## config.mk

```make
export PLATFORM = sky130hd
export DESIGN_NAME = hold_wake_ctrl
export DESIGN_NICKNAME = d
export VERILOG_FILES = /design/src/rtl/hold_wake_pkg.sv /design/src/rtl/hold_edge_sync.sv /design/src/rtl/hold_cond_regs.sv /design/src/rtl/hold_fsm.sv /design/src/rtl/hold_wake_ctrl.sv
export SDC_FILE = /design/constraint.sdc
export NUM_CORES = 1
export LEC_CHECK = 0
export BUFFER_PORTS_ARGS = -buffer_cell sky130_fd_sc_hd__buf_2
export CORE_ASPECT_RATIO = 1.5
export CORE_MARGIN = 4
export CORE_UTILIZATION = 48
export CTS_BUF_LIST = sky130_fd_sc_hd__clkbuf_8
export DETAILED_ROUTE_END_ITERATION = 16
export PLACE_DENSITY = 0.78
export SETUP_SLACK_MARGIN = 0.2
export SYNTH_ARGS = -nofsm -noshare
export SYNTH_HDL_FRONTEND = slang
export SYNTH_SLANG_ARGS = --single-unit
```

## constraint.sdc

```tcl
create_clock -name clk -period 0.98 [get_ports clk]
set_input_delay 0.098 -clock clk [delete_from_list [all_inputs] [get_ports clk]]
set_output_delay 0.098 -clock clk [all_outputs]
set_load 0.02 [all_outputs]
```

## src/rtl/hold_wake_pkg.sv

```systemverilog
package hold_wake_pkg;

    localparam int unsigned NUM_SRC = 9;
    localparam int unsigned PORT_W  = 4;

    // Source positions in the enable and flag vectors
    localparam int unsigned SRC_TMR0  = 0;
    localparam int unsigned SRC_TMR1  = 1;
    localparam int unsigned SRC_DIV0  = 2;
    localparam int unsigned SRC_DIV1  = 3;
    localparam int unsigned SRC_PORTC = 4;
    localparam int unsigned SRC_XINT0 = 5;
    localparam int unsigned SRC_SER   = 6;
    localparam int unsigned SRC_XINT1 = 7;
    localparam int unsigned SRC_PORTD = 8;

    typedef enum logic [2:0] {
        ADDR_EVT_EN  = 3'd0,
        ADDR_HOLD_EN = 3'd1,
        ADDR_FLAG_CLR = 3'd2,
        ADDR_PC_CLR  = 3'd3,
        ADDR_PD_CLR  = 3'd4
    } cfg_addr_e;

    typedef enum logic [1:0] {
        ST_RUN  = 2'd0,
        ST_HOLD = 2'd1,
        ST_WAKE = 2'd2
    } hold_state_e;

endpackage

```

## src/rtl/hold_edge_sync.sv

```systemverilog
module hold_edge_sync #(
    parameter int unsigned WIDTH     = 4,
    parameter int unsigned STAGES    = 2,
    parameter bit          FALL_ONLY = 1'b0,
    parameter bit          RST_LVL   = 1'b0
) (
    input  logic             clk,
    input  logic             rst_n,
    input  logic [WIDTH-1:0] pin_i,
    output logic [WIDTH-1:0] evt_o
);

    localparam int unsigned LAST = STAGES - 1;

    logic [WIDTH-1:0] chain_q [STAGES];
    logic [WIDTH-1:0] prev_q;
    logic [WIDTH-1:0] cur_lvl;

    assign cur_lvl = chain_q[LAST];

    always_ff @(posedge clk or negedge rst_n) begin
        if (!rst_n) begin
            for (int i = 0; i < STAGES; i++) begin
                chain_q[i] <= {WIDTH{RST_LVL}};
            end
            prev_q <= {WIDTH{RST_LVL}};
        end else begin
            chain_q[0] <= pin_i;
            for (int i = 1; i < STAGES; i++) begin
                chain_q[i] <= chain_q[i-1];
            end
            prev_q <= cur_lvl;
        end
    end

    generate
        if (FALL_ONLY) begin : g_fall
            assign evt_o = prev_q & ~cur_lvl;
        end else begin : g_any
            assign evt_o = prev_q ^ cur_lvl;
        end
    endgenerate

endmodule

```

## src/rtl/hold_cond_regs.sv

```systemverilog
module hold_cond_regs
    import hold_wake_pkg::*;
#(
    parameter int unsigned NSRC  = NUM_SRC,
    parameter int unsigned PW    = PORT_W
) (
    input  logic                clk,
    input  logic                rst_n,
    input  logic                wr_en,
    input  logic [2:0]          wr_addr,
    input  logic [NSRC-1:0]     wr_data,
    input  logic [NSRC-1:0]     src_evt,
    input  logic [1:0][PW-1:0]  port_chg,
    output logic [NSRC-1:0]     evt_en_q,
    output logic [NSRC-1:0]     hold_en_q,
    output logic [NSRC-1:0]     cond_q,
    output logic [1:0][PW-1:0]  port_stat_q
);

    logic [NSRC-1:0] evt_en_d;
    logic [NSRC-1:0] hold_en_d;
    logic [NSRC-1:0] armed_d;
    logic [NSRC-1:0] flag_set;
    logic [NSRC-1:0] flag_clr;
    logic [NSRC-1:0] cond_d;

    always_comb begin
        evt_en_d  = evt_en_q;
        hold_en_d = hold_en_q;
        flag_clr  = '0;
        if (wr_en && wr_addr == ADDR_EVT_EN)   evt_en_d  = wr_data;
        if (wr_en && wr_addr == ADDR_HOLD_EN)  hold_en_d = wr_data;
        if (wr_en && wr_addr == ADDR_FLAG_CLR) flag_clr  = wr_data;
        // armed view uses the enables as they stand after this edge
        armed_d  = evt_en_d & hold_en_d;
        flag_set = src_evt & armed_d;
        cond_d   = ((cond_q & ~flag_clr) & armed_d) | flag_set;
    end

    always_ff @(posedge clk or negedge rst_n) begin
        if (!rst_n) begin
            evt_en_q  <= '0;
            hold_en_q <= '0;
            cond_q    <= '0;
        end else begin
            evt_en_q  <= evt_en_d;
            hold_en_q <= hold_en_d;
            cond_q    <= cond_d;
        end
    end

    // One pin-change status register per port
    generate
        for (genvar g = 0; g < 2; g++) begin : g_port
            localparam int unsigned SRC_IDX = (g == 0) ? SRC_PORTC : SRC_PORTD;
            localparam logic [2:0]  CLR_ADR = (g == 0) ? ADDR_PC_CLR : ADDR_PD_CLR;

            logic [PW-1:0] stat_set;
            logic [PW-1:0] stat_clr;

            always_comb begin
                stat_set = port_chg[g] & {PW{armed_d[SRC_IDX]}};
                stat_clr = (wr_en && wr_addr == CLR_ADR) ? wr_data[PW-1:0] : '0;
            end

            always_ff @(posedge clk or negedge rst_n) begin
                if (!rst_n) begin
                    port_stat_q[g] <= '0;
                end else begin
                    port_stat_q[g] <= (port_stat_q[g] & ~stat_clr) | stat_set;
                end
            end

            // a new status bit needs a pin event on the previous cycle
            assert_stat_rise_R8: assert property (@(posedge clk) disable iff (!rst_n)
                1'b1 |=> ((port_stat_q[g] & ~$past(port_stat_q[g]) & ~$past(port_chg[g])) == '0));
        end
    endgenerate

    // no flag survives while its source is disarmed
    assert_flag_armed_R5: assert property (@(posedge clk) disable iff (!rst_n)
        (cond_q & ~(evt_en_q & hold_en_q)) == '0);

    // a flag only rises after an event on that source
    assert_flag_rise_R3: assert property (@(posedge clk) disable iff (!rst_n)
        1'b1 |=> ((cond_q & ~$past(cond_q) & ~$past(src_evt)) == '0));

    // a flag that was set and received no clear stays set
    assert_flag_hold_R4: assert property (@(posedge clk) disable iff (!rst_n)
        (!wr_en) |=> ((($past(cond_q)) & ~cond_q) == '0));

endmodule

```

## src/rtl/hold_fsm.sv

```systemverilog
module hold_fsm
    import hold_wake_pkg::*;
(
    input  logic clk,
    input  logic rst_n,
    input  logic hold_req,
    input  logic any_cond,
    output logic in_hold,
    output logic hold_release
);

    hold_state_e state_q;
    hold_state_e state_d;

    always_comb begin
        state_d = state_q;
        unique case (state_q)
            ST_RUN:  if (hold_req) state_d = ST_HOLD;
            ST_HOLD: if (any_cond) state_d = ST_WAKE;
            ST_WAKE: state_d = ST_RUN;
            default: state_d = ST_RUN;
        endcase
    end

    always_ff @(posedge clk or negedge rst_n) begin
        if (!rst_n) state_q <= ST_RUN;
        else        state_q <= state_d;
    end

    always_comb begin
        in_hold      = (state_q == ST_HOLD);
        hold_release = (state_q == ST_WAKE);
    end

    // a hold command in RUN reaches HOLD on the next edge
    assert_hold_entry_R6: assert property (@(posedge clk) disable iff (!rst_n)
        (!in_hold && !hold_release && hold_req) |=> in_hold);

    // a pending condition in HOLD gives a release pulse next
    assert_hold_exit_R7: assert property (@(posedge clk) disable iff (!rst_n)
        (in_hold && any_cond) |=> (hold_release && !in_hold));

    // release only straight after HOLD
    assert_release_origin_R7: assert property (@(posedge clk) disable iff (!rst_n)
        hold_release |-> $past(in_hold));

    // release lasts one cycle
    assert_release_single_R7: assert property (@(posedge clk) disable iff (!rst_n)
        hold_release |=> !hold_release);

endmodule

```

## src/rtl/hold_wake_ctrl.sv

```systemverilog
module hold_wake_ctrl
    import hold_wake_pkg::*;
#(
    parameter int unsigned SYNC_LEN = 2
) (
    input  logic                clk,
    input  logic                rst_n,
    input  logic                hold_req,
    input  logic [1:0]          tmr_evt,
    input  logic [1:0]          div_evt,
    input  logic                ser_done,
    input  logic [PORT_W-1:0]   pc_pins,
    input  logic [PORT_W-1:0]   pd_pins,
    input  logic [1:0]          xint_n,
    input  logic                wr_en,
    input  logic [2:0]          wr_addr,
    input  logic [NUM_SRC-1:0]  wr_data,
    output logic [NUM_SRC-1:0]  evt_en,
    output logic [NUM_SRC-1:0]  hold_en,
    output logic [NUM_SRC-1:0]  cond_flags,
    output logic [PORT_W-1:0]   pc_status,
    output logic [PORT_W-1:0]   pd_status,
    output logic                in_hold,
    output logic                hold_release
);

    logic [PORT_W-1:0]         pc_chg;
    logic [PORT_W-1:0]         pd_chg;
    logic [1:0]                xint_fall;
    logic [NUM_SRC-1:0]        src_evt;
    logic [1:0][PORT_W-1:0]    port_chg;
    logic [1:0][PORT_W-1:0]    port_stat;

    hold_edge_sync #(.WIDTH(PORT_W), .STAGES(SYNC_LEN), .FALL_ONLY(1'b0), .RST_LVL(1'b0)) u_sync_pc (
        .clk(clk), .rst_n(rst_n), .pin_i(pc_pins), .evt_o(pc_chg)
    );

    hold_edge_sync #(.WIDTH(PORT_W), .STAGES(SYNC_LEN), .FALL_ONLY(1'b0), .RST_LVL(1'b0)) u_sync_pd (
        .clk(clk), .rst_n(rst_n), .pin_i(pd_pins), .evt_o(pd_chg)
    );

    hold_edge_sync #(.WIDTH(2), .STAGES(SYNC_LEN), .FALL_ONLY(1'b1), .RST_LVL(1'b1)) u_sync_xint (
        .clk(clk), .rst_n(rst_n), .pin_i(xint_n), .evt_o(xint_fall)
    );

    always_comb begin
        src_evt            = '0;
        src_evt[SRC_TMR0]  = tmr_evt[0];
        src_evt[SRC_TMR1]  = tmr_evt[1];
        src_evt[SRC_DIV0]  = div_evt[0];
        src_evt[SRC_DIV1]  = div_evt[1];
        src_evt[SRC_PORTC] = |pc_chg;
        src_evt[SRC_XINT0] = xint_fall[0];
        src_evt[SRC_SER]   = ser_done;
        src_evt[SRC_XINT1] = xint_fall[1];
        src_evt[SRC_PORTD] = |pd_chg;
        port_chg[0]        = pc_chg;
        port_chg[1]        = pd_chg;
    end

    hold_cond_regs #(.NSRC(NUM_SRC), .PW(PORT_W)) u_regs (
        .clk(clk),
        .rst_n(rst_n),
        .wr_en(wr_en),
        .wr_addr(wr_addr),
        .wr_data(wr_data),
        .src_evt(src_evt),
        .port_chg(port_chg),
        .evt_en_q(evt_en),
        .hold_en_q(hold_en),
        .cond_q(cond_flags),
        .port_stat_q(port_stat)
    );

    assign pc_status = port_stat[0];
    assign pd_status = port_stat[1];

    hold_fsm u_fsm (
        .clk(clk),
        .rst_n(rst_n),
        .hold_req(hold_req),
        .any_cond(|cond_flags),
        .in_hold(in_hold),
        .hold_release(hold_release)
    );

endmodule

```

==> impl_metrics.json <==
{
  "antenna_found_initial": 0,
  "drt-met1-wl_um": 2360,
  "core_area_um2": 4890,
  "crit_path_start": "u_regs.cond_q[2]$_DFF_PN0_",
  "final_common_cell": "dfrtp_1",
  "fin_tns_setup_ns": -2.40,
  "drc": 0,
  "nNetsFinal": 312,
  "power_density_nw_per_um2": 2220,
  "track_usage": 0.214,
  "hold_path.class": "input port to register",
  "worstSetupEndpointType": "register",
  "final_util": 0.805,
  "avgViaCountPerCell": 5.19,
  "cts-buffers-inserted": 9,
  "start_util": 0.497,
  "slew_violations": 0,
  "finalCritPeriodShare": 1.30,
  "peakVddDrop_v": 0.00131,
  "gp_congestion": 0.769,
  "cts_sinks": 67,
  "htreeDepth": 3,
  "setup_violations": 33,
  "clockBufferDepth": 2,
  "ys_types": 29,
  "r2r_slack_ns": -0.29,
  "crit_type": "register to register",
  "synth_fp_nets": 193,
  "grt_max_degree": 68,
  "cpPeakStageDelay_ns": 0.43,
  "crit_chain": "nor4_4, buf_4, nand3_1, and2_1",
  "fin_ws_ns": -0.290,
  "grt.overflow.total": 0,
  "grt_pass1_vias": 1966,
  "top_layer": "met4",
  "place_area_um2": 3070,
  "wl_met3_um": 241,
  "cp_data_required_time_ns": 1.21,
  "yosys_warnings": 0,
  "status": "finished with violations",
  "yosysTopAreaCell": "dfrtp_1",
  "design_area_um2": 3940,
  "n_antenna_cell": 0,
  "drt_pre_antenna_iters": 4,
  "regToRegStartpoint": "u_regs.cond_q[2]$_DFF_PN0_",
  "area_delta_synth_final_pct": 61.9,
  "maxSlewHeadroom": 0.779,
  "ys_seq_area_frac": 0.693,
  "dp_hpwl_um": 3500,
  "wl_um": 6350,
  "synth_area_um2": 2430,
  "die_w_um": 66.1,
  "worstPathMaxFanout": 2,
  "min-delay-start": "hold_req",
  "whs_ns": 0.0211,
  "io_pins": 68,
  "avgSynthCellArea_um2": 15.0,
  "netlist.area_leader.share": 0.628,
  "crit_family": "simple AND/OR/NAND/NOR gates",
  "routed-wl-met2_um": 3490,
  "violations": "setup timing",
  "wl_per_cell_um": 18.0,
  "cp.arrival_ns": 1.50,
  "die_area_um2": 6290,
  "rsz0062_at_grt": "yes",
  "drt_iter0_drc": 96,
  "clock-root-buffer": "clkbuf_8",
  "hold_viol": 0,
  "portBuffers": 67,
  "die_h_um": 95.2,
  "clock_latency_ns": 0.34,
  "slowest_stage": "dfrtp_2",
  "final_cells": 352,
  "rows": 31,
  "drtAntennaViolNets": 0,
  "leakage_nw": 1.90,
  "synth_area_leaders": "dfrtp_1 (63%), dfstp_2 (6.5%), mux2_2 (6.5%), o211a_1 (2.9%), xnor2_1 (2.9%)",
  "critPathLaunchType": "register",
  "grt_pass1_wl_um": 9940,
  "drive_gt1_frac": 0.563,
  "clock.fmax_ghz": 0.788,
  "fin_crit_ns": 1.27,
  "maxCapViolations": 0,
  "clock_skew_ns": 0.0113,
  "cts_tree": "done",
  "cts.clk_slew.worst_paths_ns": 0.08,
  "placedCellCount": 312,
  "vias": 1828,
  "syn_inst": 162,
  "final_cell_mix": "dfrtp_1 (58), buf_6 (50), buf_2 (28), buf_4 (17), mux2_4 (14)",
  "synth-seq-cells": 67,
  "cp_num_buf_inv": 1,
  "max_slew.worst_pin.slew_ns": 0.324
}
==> layer usage <==
| metal | GRT usage | up-vias |
|---|---|---|
| met2 | 0.378 | 55 |
| met3 | 0.0389 | 20 |
| li1 | - | 817 |
| met4 | 0.103 | 0 |
| met5 | 0 | - |
| met1 | 0.247 | 936 |
==> kinds of logic after synthesis <==
logic type,after synthesis,synth area share
muxes,18,0.0875
AOI/OAI and AO/OA,35,0.104
buffers and inverters,16,0.0293
and+or+nand+nor,18,0.0576
DFF,67,0.693
xor gates and xnor gates,8,0.0288
==> power by group <==
group / internal (W) / switching (W) / total, W
Clock: 0.00122 / 0.000997 / 0.00222
Sequential: 0.00322 / 0.000393 / 0.00361
Combinational: 0.00159 / 0.00134 / 0.00293
Total: 0.00602 / 0.00273 / 0.00875
==> worst min-delay path: stages <==
cell	delay, ns
buf_2	0.09
nand2b_1	0.06
a21oi_1	0.06
==> synthesized netlist by cell type <==
cell type,count
nor4_1,1
inv_1,13
nand4_1,1
buf_1,1
nor3_1,1
a211oi_1,2
o21a_1,7
buf_4,1
buf_6,1
dfstp_2,6
nand2b_1,1
nand3_1,1
o21ai_0,10
o31ai_1,8
nor2b_1,4
a21oi_1,1
nand4bb_1,1
mux2_2,14
mux2i_2,4
and2_1,1
dfrtp_1,61
nor4b_2,1
xnor2_1,8
nand4b_1,1
and4bb_2,1
and4_1,2
o211a_1,7
nor2_1,1
or4bb_1,1
==> flip-flops by register name, summed over array words and instances (netlist names), 4 cells and up <==
name                count
u_sync_pc.chain_q       4
u_sync_pd.cur_lvl       4
u_sync_pc.prev_q        4
u_regs.hold_en_q        9
u_regs.port_stat_q      8
u_regs.evt_en_q         9
u_sync_pd.chain_q       4
u_sync_pc.cur_lvl       4
u_regs.cond_q           9
u_sync_pd.prev_q        4
==> worst paths after layout <==
| path | cells past startpoint | to |
|---|---|---|
| max | 4 | u_fsm.state_q[1]$_DFFE_PN0P_ |
| min | 3 | u_fsm.state_q[0]$_DFFE_PN0P_ |
| max reg2reg | 4 | u_fsm.state_q[1]$_DFFE_PN0P_ |
| min reg2reg | 0 | u_sync_pc.cur_lvl[2]$_DFF_PN0_ |
| max in group asynchronous | 3 | u_sync_xint.cur_lvl[1]$_DFF_PN1_ |
| min in group asynchronous | 3 | u_regs.evt_en_q[7]$_DFF_PN0_ |
==> area by class of cell <==
type / instances / area, µm²
clock buffers: 10 / 138
clock inverters: 6 / 56.3
fillers: 281 / 952
inverters: 13 / 48.8
multi-input cells: 79 / 883
flip-flops and latches: 67 / 1690
well taps: 66 / 82.6
repair buffers: 111 / 1040
==> through the flow <==
step           worst slack, ns  power, W
2_1_floorplan           -0.112   0.00461
3_3_place_gp            -0.348   0.00539
3_5_place_dp            -0.354   0.00544
4_1_cts                 -0.193   0.00849
5_1_grt                 -0.330   0.00913
6_report                -0.290   0.00875
==> what timing repair did <==
item | in CTS | in global routing
endpoints found under the hold margin | 71 | 0
pin swaps | 14 | 2
setup endpoints to repair | 74 | 74
hold buffers | 11 | 0
resized for setup | 108 | 13
gates cloned | 1 | 0
buffers inserted | 8 | 4
Power figures use the tool's default switching activity.
